$ cat config.mk
export PLATFORM = sky130hd
export DESIGN_NAME = sat_alu
export DESIGN_NICKNAME = d
export VERILOG_FILES = /design/src/rtl/sat_alu_pkg.sv /design/src/rtl/sat_addsub.sv /design/src/rtl/sat_clamp.sv /design/src/rtl/sat_alu.sv
export SDC_FILE = /design/constraint.sdc
export NUM_CORES = 1
export LEC_CHECK = 0
export BUFFER_PORTS_ARGS = -buffer_cell sky130_fd_sc_hd__buf_2
export CAP_MARGIN = 5
export CORE_MARGIN = 1.5
export CORE_UTILIZATION = 55
export CTS_BUF_LIST = sky130_fd_sc_hd__clkbuf_8
export CTS_CLUSTER_DIAMETER = 60
export CTS_CLUSTER_SIZE = 28
export DETAILED_ROUTE_END_ITERATION = 12
export PLACE_DENSITY = 0.81
export SLEW_MARGIN = 20
export SYNTH_ARGS = -nofsm -noshare
export SYNTH_HDL_FRONTEND = slang
export SYNTH_SLANG_ARGS = --single-unit
export TNS_END_PERCENT = 50
$ cat constraint.sdc
create_clock -name clk -period 1 [get_ports clk]
set_clock_uncertainty 0.1 [all_clocks]
set_input_delay 0.1 -clock clk [delete_from_list [all_inputs] [get_ports clk]]
set_output_delay 0.1 -clock clk [all_outputs]
set_load 0.05 [all_outputs]
$ cat src/rtl/sat_alu_pkg.sv
package sat_alu_pkg;

    // Operation codes seen on the op port
    typedef enum logic [3:0] {
        OP_SADD  = 4'd0,
        OP_SSUB  = 4'd1,
        OP_UADD  = 4'd2,
        OP_USUB  = 4'd3,
        OP_ADDQ  = 4'd4,
        OP_SSATW = 4'd5,
        OP_USATW = 4'd6,
        OP_SSATH = 4'd7,
        OP_USATH = 4'd8
    } sat_op_e;

    // Mode of the add/subtract datapath
    typedef enum logic [2:0] {
        AS_SADD = 3'd0,
        AS_SSUB = 3'd1,
        AS_UADD = 3'd2,
        AS_USUB = 3'd3,
        AS_ADDQ = 3'd4
    } as_mode_e;

endpackage

$ cat src/rtl/sat_addsub.sv
module sat_addsub
    import sat_alu_pkg::*;
#(
    parameter int W = 32
) (
    input  logic [W-1:0] a,
    input  logic [W-1:0] b,
    input  as_mode_e     mode,
    output logic [W-1:0] sum_o,
    output logic         hit_o
);

    logic [W:0]   wide_sum;
    logic [W-1:0] diff;
    logic [W-1:0] s_limit;
    logic         s_ovf_add;
    logic         s_ovf_sub;

    always_comb begin
        wide_sum  = {1'b0, a} + {1'b0, b};
        diff      = a - b;
        s_ovf_add = (wide_sum[W-1] ^ a[W-1]) & ~(a[W-1] ^ b[W-1]);
        s_ovf_sub = (diff[W-1] ^ a[W-1]) & (a[W-1] ^ b[W-1]);
        // most positive for non-negative a, most negative otherwise
        s_limit   = {a[W-1], {(W-1){~a[W-1]}}};

        sum_o = wide_sum[W-1:0];
        hit_o = 1'b0;
        case (mode)
            AS_SADD: begin
                hit_o = s_ovf_add;
                sum_o = s_ovf_add ? s_limit : wide_sum[W-1:0];
            end
            AS_SSUB: begin
                hit_o = s_ovf_sub;
                sum_o = s_ovf_sub ? s_limit : diff;
            end
            AS_UADD: begin
                hit_o = wide_sum[W];
                sum_o = wide_sum[W] ? '1 : wide_sum[W-1:0];
            end
            AS_USUB: begin
                hit_o = (b > a);
                sum_o = (b > a) ? '0 : diff;
            end
            AS_ADDQ: begin
                hit_o = s_ovf_add;
                sum_o = wide_sum[W-1:0];
            end
            default: begin
                hit_o = 1'b0;
                sum_o = wide_sum[W-1:0];
            end
        endcase
    end

endmodule

$ cat src/rtl/sat_clamp.sv
module sat_clamp #(
    parameter int W    = 32,
    parameter int SH_W = 5
) (
    input  logic [W-1:0]    val,
    input  logic [SH_W-1:0] sh,
    input  logic            uns,
    output logic [W-1:0]    res_o,
    output logic            hit_o
);

    logic [W:0]          mask_wide;
    logic [W-1:0]        mask;
    logic signed [W-1:0] top;
    logic                top_pos;
    logic                top_low;

    always_comb begin
        // shifts at or beyond W+1 wrap to all ones, which never clamps
        mask_wide = ({{W{1'b0}}, 1'b1} << sh) - 1'b1;
        mask      = mask_wide[W-1:0];
        top       = $signed(val) >>> sh;
        top_pos   = ~top[W-1] & (|top);
        top_low   = top[W-1] & ~(&top);

        res_o = val;
        hit_o = 1'b0;
        if (uns) begin
            if (val[W-1]) begin
                res_o = '0;
                hit_o = 1'b1;
            end else if (val > mask) begin
                res_o = mask;
                hit_o = 1'b1;
            end
        end else begin
            if (top_pos) begin
                res_o = mask;
                hit_o = 1'b1;
            end else if (top_low) begin
                res_o = ~mask;
                hit_o = 1'b1;
            end
        end
    end

endmodule

$ cat src/rtl/sat_alu.sv
module sat_alu
    import sat_alu_pkg::*;
#(
    parameter int DATA_W = 32
) (
    input  logic                        clk,
    input  logic                        rst_n,
    input  logic                        in_valid,
    input  logic [3:0]                  op,
    input  logic [DATA_W-1:0]           a,
    input  logic [DATA_W-1:0]           b,
    input  logic [$clog2(DATA_W)-1:0]   sat_n,
    input  logic                        flag_clr,
    output logic [DATA_W-1:0]           res,
    output logic                        res_valid,
    output logic                        sat_flag
);

    localparam int SH_W   = $clog2(DATA_W);
    localparam int LANES  = 2;
    localparam int HALF_W = DATA_W / LANES;

    typedef struct packed {
        logic [DATA_W-1:0] res;
        logic              vld;
        logic              flag;
    } state_t;

    state_t st_d, st_q;

    as_mode_e          as_mode;
    logic [DATA_W-1:0] as_res;
    logic              as_hit;
    logic [DATA_W-1:0] word_res;
    logic              word_hit;
    logic [DATA_W-1:0] half_res;
    logic [LANES-1:0]  half_hit;

    always_comb begin
        case (op)
            OP_SADD: as_mode = AS_SADD;
            OP_SSUB: as_mode = AS_SSUB;
            OP_UADD: as_mode = AS_UADD;
            OP_USUB: as_mode = AS_USUB;
            default: as_mode = AS_ADDQ;
        endcase
    end

    sat_addsub #(.W(DATA_W)) u_addsub (
        .a     (a),
        .b     (b),
        .mode  (as_mode),
        .sum_o (as_res),
        .hit_o (as_hit)
    );

    sat_clamp #(.W(DATA_W), .SH_W(SH_W)) u_word (
        .val   (a),
        .sh    (sat_n),
        .uns   (op == OP_USATW),
        .res_o (word_res),
        .hit_o (word_hit)
    );

    for (genvar i = 0; i < LANES; i++) begin : g_lane
        sat_clamp #(.W(HALF_W), .SH_W(SH_W)) u_half (
            .val   (a[i*HALF_W +: HALF_W]),
            .sh    (sat_n),
            .uns   (op == OP_USATH),
            .res_o (half_res[i*HALF_W +: HALF_W]),
            .hit_o (half_hit[i])
        );
    end

    always_comb begin
        logic              hit;
        logic [DATA_W-1:0] nres;
        hit  = 1'b0;
        nres = '0;
        case (op)
            OP_SADD, OP_SSUB, OP_UADD, OP_USUB, OP_ADDQ: begin
                nres = as_res;
                hit  = as_hit;
            end
            OP_SSATW, OP_USATW: begin
                nres = word_res;
                hit  = word_hit;
            end
            OP_SSATH, OP_USATH: begin
                nres = half_res;
                hit  = |half_hit;
            end
            default: begin
                nres = '0;
                hit  = 1'b0;
            end
        endcase

        st_d      = st_q;
        st_d.vld  = in_valid;
        if (in_valid) begin
            st_d.res = nres;
        end
        st_d.flag = (st_q.flag & ~flag_clr) | (in_valid & hit);
    end

    always_ff @(posedge clk or negedge rst_n) begin
        if (!rst_n) begin
            st_q <= '0;
        end else begin
            st_q <= st_d;
        end
    end

    assign res       = st_q.res;
    assign res_valid = st_q.vld;
    assign sat_flag  = st_q.flag;

endmodule

==> results_dict.tcl, run 1 <==
set metrics [dict create \
    status "stopped before the end" \
    clock_sinks 34 \
    yosysTopAreaCellShare_pct 10.36 \
    port_buffers 110 \
    synthSimpleGateAreaFrac_pct 21.12 \
    hpwl_um 52690 \
    ys_types 115 \
    ys_ff_latch 34 \
    synth_top_family_by_area "compound AO/OA/AOI/OAI gates" \
    synth-compound-area-share_pct 35.58 \
    synth_xor_area_share_pct 3.135 \
    synth_edf_count 0 \
    synth_largest_area_cell "ha_1" \
    cts_buffer_depth 2 \
    gp_congestion 1.083 \
    cts_root_buf "clkbuf_8" \
    avgSynthCellArea_um2 7.240 \
    fp.dieW_um 159.1 \
    netlist_area_mm2 0.01341 \
    placedCellCount 2729 \
    yosys_warnings 0 \
    cts_made_buffers 5 \
    place_ws_ns -3.850 \
    ys_top_cells_by_area "ha_1 10%, dfrtp_1 6.3%, mux4_2 6.0%, a21oi_1 5.6%, mux2i_1 5.2%" \
    syn_nets 2043 \
    grt-worst-endpoint "res[18]$_DFFE_PN0P_/D" \
    gr-total-overflow 3 \
    error "[ERROR GRT-0232] Routing congestion too high. Check the congestion heatmap in the GUI." \
    placed_area_mm2 0.01850 \
    synth-async-reset-ratio_pct 100.0 \
    num_rows 56 \
    haltStage "5_1_grt" \
    endpoint_type "register input" \
    netlist_instances 1852 \
    synth_mux_area_share_pct 14.44 \
    synth_fa_ha_area_share_pct 10.88 \
    grt_max_degree 78 \
    dieHeight_um 159.1 \
    start_util_pct 56.62 \
    grt_usage_pct 71.56 \
    ys.flop_type "dfrtp_1" \
    io_pins 111 \
    ys_seq_area_share_pct 6.345 \
    htreeDepth 2 \
]
==> cells by family after synthesis <==
family	count (synthesis)
other	1
and+or+nand+nor	559
adders and majority gates	115
xor gates and xnor gates	48
AOI/OAI and AO/OA	693
DFF	34
muxes	141
buffers and inverters	261
==> timing repair <==
| action | CTS |
|---|---|
| pin swaps | 47 |
| resized for setup | 193 |
| hold endpoints to repair | 34 |
| gates cloned | 1 |
| setup buffers | 33 |
| setup endpoints to repair | 67 |
| hold buffers | 1 |
==> metrics by stage <==
| stage | hold WS, ns | util, % |
|---|---|---|
| floorplan | -0.2956 | - |
| global placement | -0.03098 | 78.11 |
| detailed placement | -0.02001 | 78.11 |
| CTS | 0.07365 | 82.73 |
==> layer usage <==
layer / overflow / GRT usage [%]
met3: 0 / 48.89
met2: 3 / 91.68
met1: 0 / 73.97
met4: 0 / 71.10
met5: 0 / 17.99
==> cells in the mapped netlist, types with 19 or more instances <==
master / count
nand2_1: 132
mux2i_1: 69
o21ai_0: 129
and2_1: 20
a21o_1: 21
a211oi_1: 28
a21oi_1: 150
xnor2_1: 43
dfrtp_1: 34
a31oi_1: 45
nand4_1: 19
mux4_2: 36
mux2_2: 34
nand3_1: 38
o31ai_1: 22
nand2b_1: 27
inv_1: 88
ha_1: 111
nor3_1: 37
buf_2: 29
nor2_1: 154
nor2b_1: 22
o211ai_1: 37
o22ai_1: 27
clkbuf_1: 101
==> run 2: changes to the inputs <==
Settings changed: CORE_UTILIZATION 55 to 40, CTS_BUF_LIST sky130_fd_sc_hd__clkbuf_8 to default, CTS_CLUSTER_DIAMETER 60 to default, CTS_CLUSTER_SIZE 28 to default, PLACE_DENSITY 0.81 to default, PLACE_DENSITY_LB_ADDON from default to 0.15.
Clock period 1 ns to 1.3 ns, I/O delays scaled along.
==> run 2 against run 1 <==
The flow now finishes, with violations (negative setup slack); synthesized area stayed put; synthesized cell count unchanged.
==> results_dict.tcl, run 2 <==
set metrics [dict create \
    status "finished, violations left" \
    yosys_warnings 0 \
    hold_violations 0 \
    cts_tree "yes" \
    num_rows 66 \
    grt_pass1_wl_um 109200 \
    arrival_ns 4.39 \
    netlist_instances 1852 \
    n_fill_cell 3061 \
    htreeDepth 2 \
    clock_sinks 34 \
    grt_pass1_vias 18188 \
    fin_util_pct 61.66 \
    grt_max_degree 70 \
    grt_antenna_before_repair 0 \
    largest_register_ff_count 32 \
    cts_made_buffers 5 \
    syn_nets 2043 \
    start_util_pct 40.90 \
    ys_top_cells_by_area "ha_1 10%, dfrtp_1 6.3%, mux4_2 6.0%, a21oi_1 5.6%, mux2i_1 5.2%" \
    hold_path_depth 4 \
    dieArea_mm2 0.03463 \
    layout_commonest_cell "buf_4" \
    cts_buffer_depth 2 \
    reg2reg_slack_ns 0.19 \
    worst_setup_path_end_kind "flip-flop" \
    drt_first_pass_iters 6 \
    worstMarginPinSlew_ns 0.6616 \
    yosysTopAreaCellShare_pct 10.36 \
    timing.slew.headroom_pct 55.27 \
    gp_congestion 0.9819 \
    p_leak_nw 9.208 \
    maxCapViolCount 0 \
    port_buffers 110 \
    netlist_area_mm2 0.01341 \
    synth_mux_area_share_pct 14.44 \
    cp.required_ns 1.36 \
    drc_errors 0 \
    timing.rr.start "sat_flag" \
    post_drt_wl_per_cell_um 25.02 \
    ys_ff_latch 34 \
    io_pins 111 \
    power_density_mw_per_mm2 594.3 \
    min_period_over_period_pct 333.1 \
    ys_types 115 \
    drtIter0Drc 2323 \
    synthTopCellsByCount "154 x nor2_1, 150 x a21oi_1, 132 x nand2_1" \
    peakVddDrop_v 0.0005017 \
    synth_largest_area_cell "ha_1" \
    synth_edf_count 0 \
    period_minus_slack_ns 4.331 \
    yosysMostFrequentCell "nor2_1" \
    synth_xor_area_share_pct 3.135 \
    routed_wl_um 73350 \
    critical_path_class "in -> reg" \
    vias_per_cell 6.325 \
    rr_worst_depth 4 \
    critPathLaunch "sat_n[1]" \
    critPathMaxFanout 6 \
    multi_input_area_mm2 0.01224 \
    rsz0062_at_grt "true" \
    grt_usage_pct 42.11 \
    startpoint_type "primary input" \
    diodes 0 \
    synth-async-reset-ratio_pct 100.0 \
    violations "negative setup slack" \
    cts_root_buf "clkbuf_16" \
    gr-total-overflow 0 \
    hpwl_um 57690 \
    synth_fa_ha_area_share_pct 10.88 \
    layout_setup_ws_ns -3.031 \
    slew_violations 0 \
    nets 2680 \
    clock_latency_ns 0.30 \
    core_mm2 0.03278 \
    dieHeight_um 186.1 \
    finalPower_mw 12.01 \
    clk_pin_slew_worst_paths_ns 0.06 \
    fmax_ghz 0.2309 \
    area_growth_pct 50.74 \
    hold_end "sat_flag" \
    ant_nets 0 \
    hold_class "in -> reg" \
    synth_top_family_by_area "compound AO/OA/AOI/OAI gates" \
    avgSynthCellArea_um2 7.240 \
    min-delay-start "flag_clr" \
    synthSimpleGateAreaFrac_pct 21.12 \
    vias 18546 \
    layout_common_cells "649 x buf_4, 147 x nor2_1, 137 x a21oi_1, 122 x nand2_1, 107 x o21ai_0" \
    register_area_um2 850.8 \
    ys.flop_type "dfrtp_1" \
    setup_viol 33 \
    synth-compound-area-share_pct 35.58 \
    reg2reg_to "sat_flag" \
    ys_seq_area_share_pct 6.345 \
    fp.dieW_um 186.1 \
    drive_gt1_share_pct 42.05 \
]
==> run 2: cell counts after synthesis <==
No cell type changed its count.
==> run 2: power breakdown <==
| group | switching, mW | internal [mW] | total [mW] |
|---|---|---|---|
| combinational | 5.14 | 4.02 | 9.16 |
| sequential | 0.161 | 1.22 | 1.38 |
| clock | 0.570 | 0.907 | 1.48 |
==> run 2: per-stage QoR <==
| stage | std cells | setup WS (ns) | TNS [ns] | hold WS (ns) | area (um^2) |
|---|---|---|---|---|---|
| 5_1_grt | 2932 | -3.213 | -100.04 | 0.1564 | 20210 |
| 3_5_place_dp | 2872 | -3.713 | -116.73 | 0.1098 | 18880 |
| 2_1_floorplan | 1852 | -3.586 | -113.23 | -0.2656 | 13640 |
| 4_1_cts | 2920 | -3.027 | -94.36 | 0.08864 | 19910 |
| 6_report | 2932 | -3.031 | -94.48 | 0.1239 | 20210 |
| 3_3_place_gp | 2872 | -3.654 | -114.67 | 0.1111 | 18880 |
==> run 2: kinds of logic (layout without fill, tap and decap cells) <==
kind of cell             Yosys count  after routing
AO/OA/AOI/OAI                    693            693
XOR/XNOR                          48             48
adder cells (fa/ha/maj)          115            115
buffers and inverters            261            899
flip-flops                        34             34
multiplexers                     141            141
other                              1              1
AND/OR/NAND/NOR                  559            559
==> run 2: worst max path at each step <==
stage,cells after the start,slack [ns],end
3_5_place_dp,24,-3.71,res[11]
4_1_cts,21,-3.03,res[15]
6_report,23,-3.03,res[30]
5_1_grt,24,-3.21,res[29]
2_1_floorplan,28,-3.59,res[14]
3_3_place_gp,21,-3.65,res[7]
==> run 2: area by class of cell <==
| cell class | count | share of cell area, % |
|---|---|---|
| clock inverter | 3 | 0.2228 |
| multi-input combinational | 1557 | 60.54 |
| clock buffer | 5 | 0.6190 |
| sequential | 34 | 4.209 |
| tap | 442 | 2.736 |
| timing repair buffer | 793 | 29.82 |
| inverter | 98 | 1.845 |
==> run 2: timing repair <==
item	in CTS	in global routing
hold buffers	1	0
gates cloned	2	0
gates resized for setup	121	58
pin swaps	50	61
setup endpoints to repair	33	33
setup buffers	39	17
endpoints found under the hold margin	34	0
==> run 2: critical path, stage by stage <==
cell       delay [ns]
buf_8            0.10
or2_4            0.25
nor3_4           0.24
inv_2            0.09
ha_4             0.20
nor3_4           0.21
nand2_1          0.09
a21oi_2          0.13
a21oi_1          0.06
o21ai_2          0.16
inv_2            0.08
ha_4             0.26
nand2_2          0.05
or3_4            0.34
a311oi_4         0.28
o221ai_1         0.16
and4b_1          0.23
a31oi_4          0.24
nor2_4           0.06
a211o_4          0.38
buf_8            0.15
a2111oi_4        0.37
a31oi_1          0.12
==> run 2: per-layer routing <==
layer	GRT usage (%)	up-vias	routed length, um
li1	-	8357	-
met1	52.84	8879	29480
met2	67.25	1040	32460
met3	5.928	270	5996
met4	27.65	0	5412
met5	0	-	0
No activity file was read; power rests on OpenSTA's default activity.
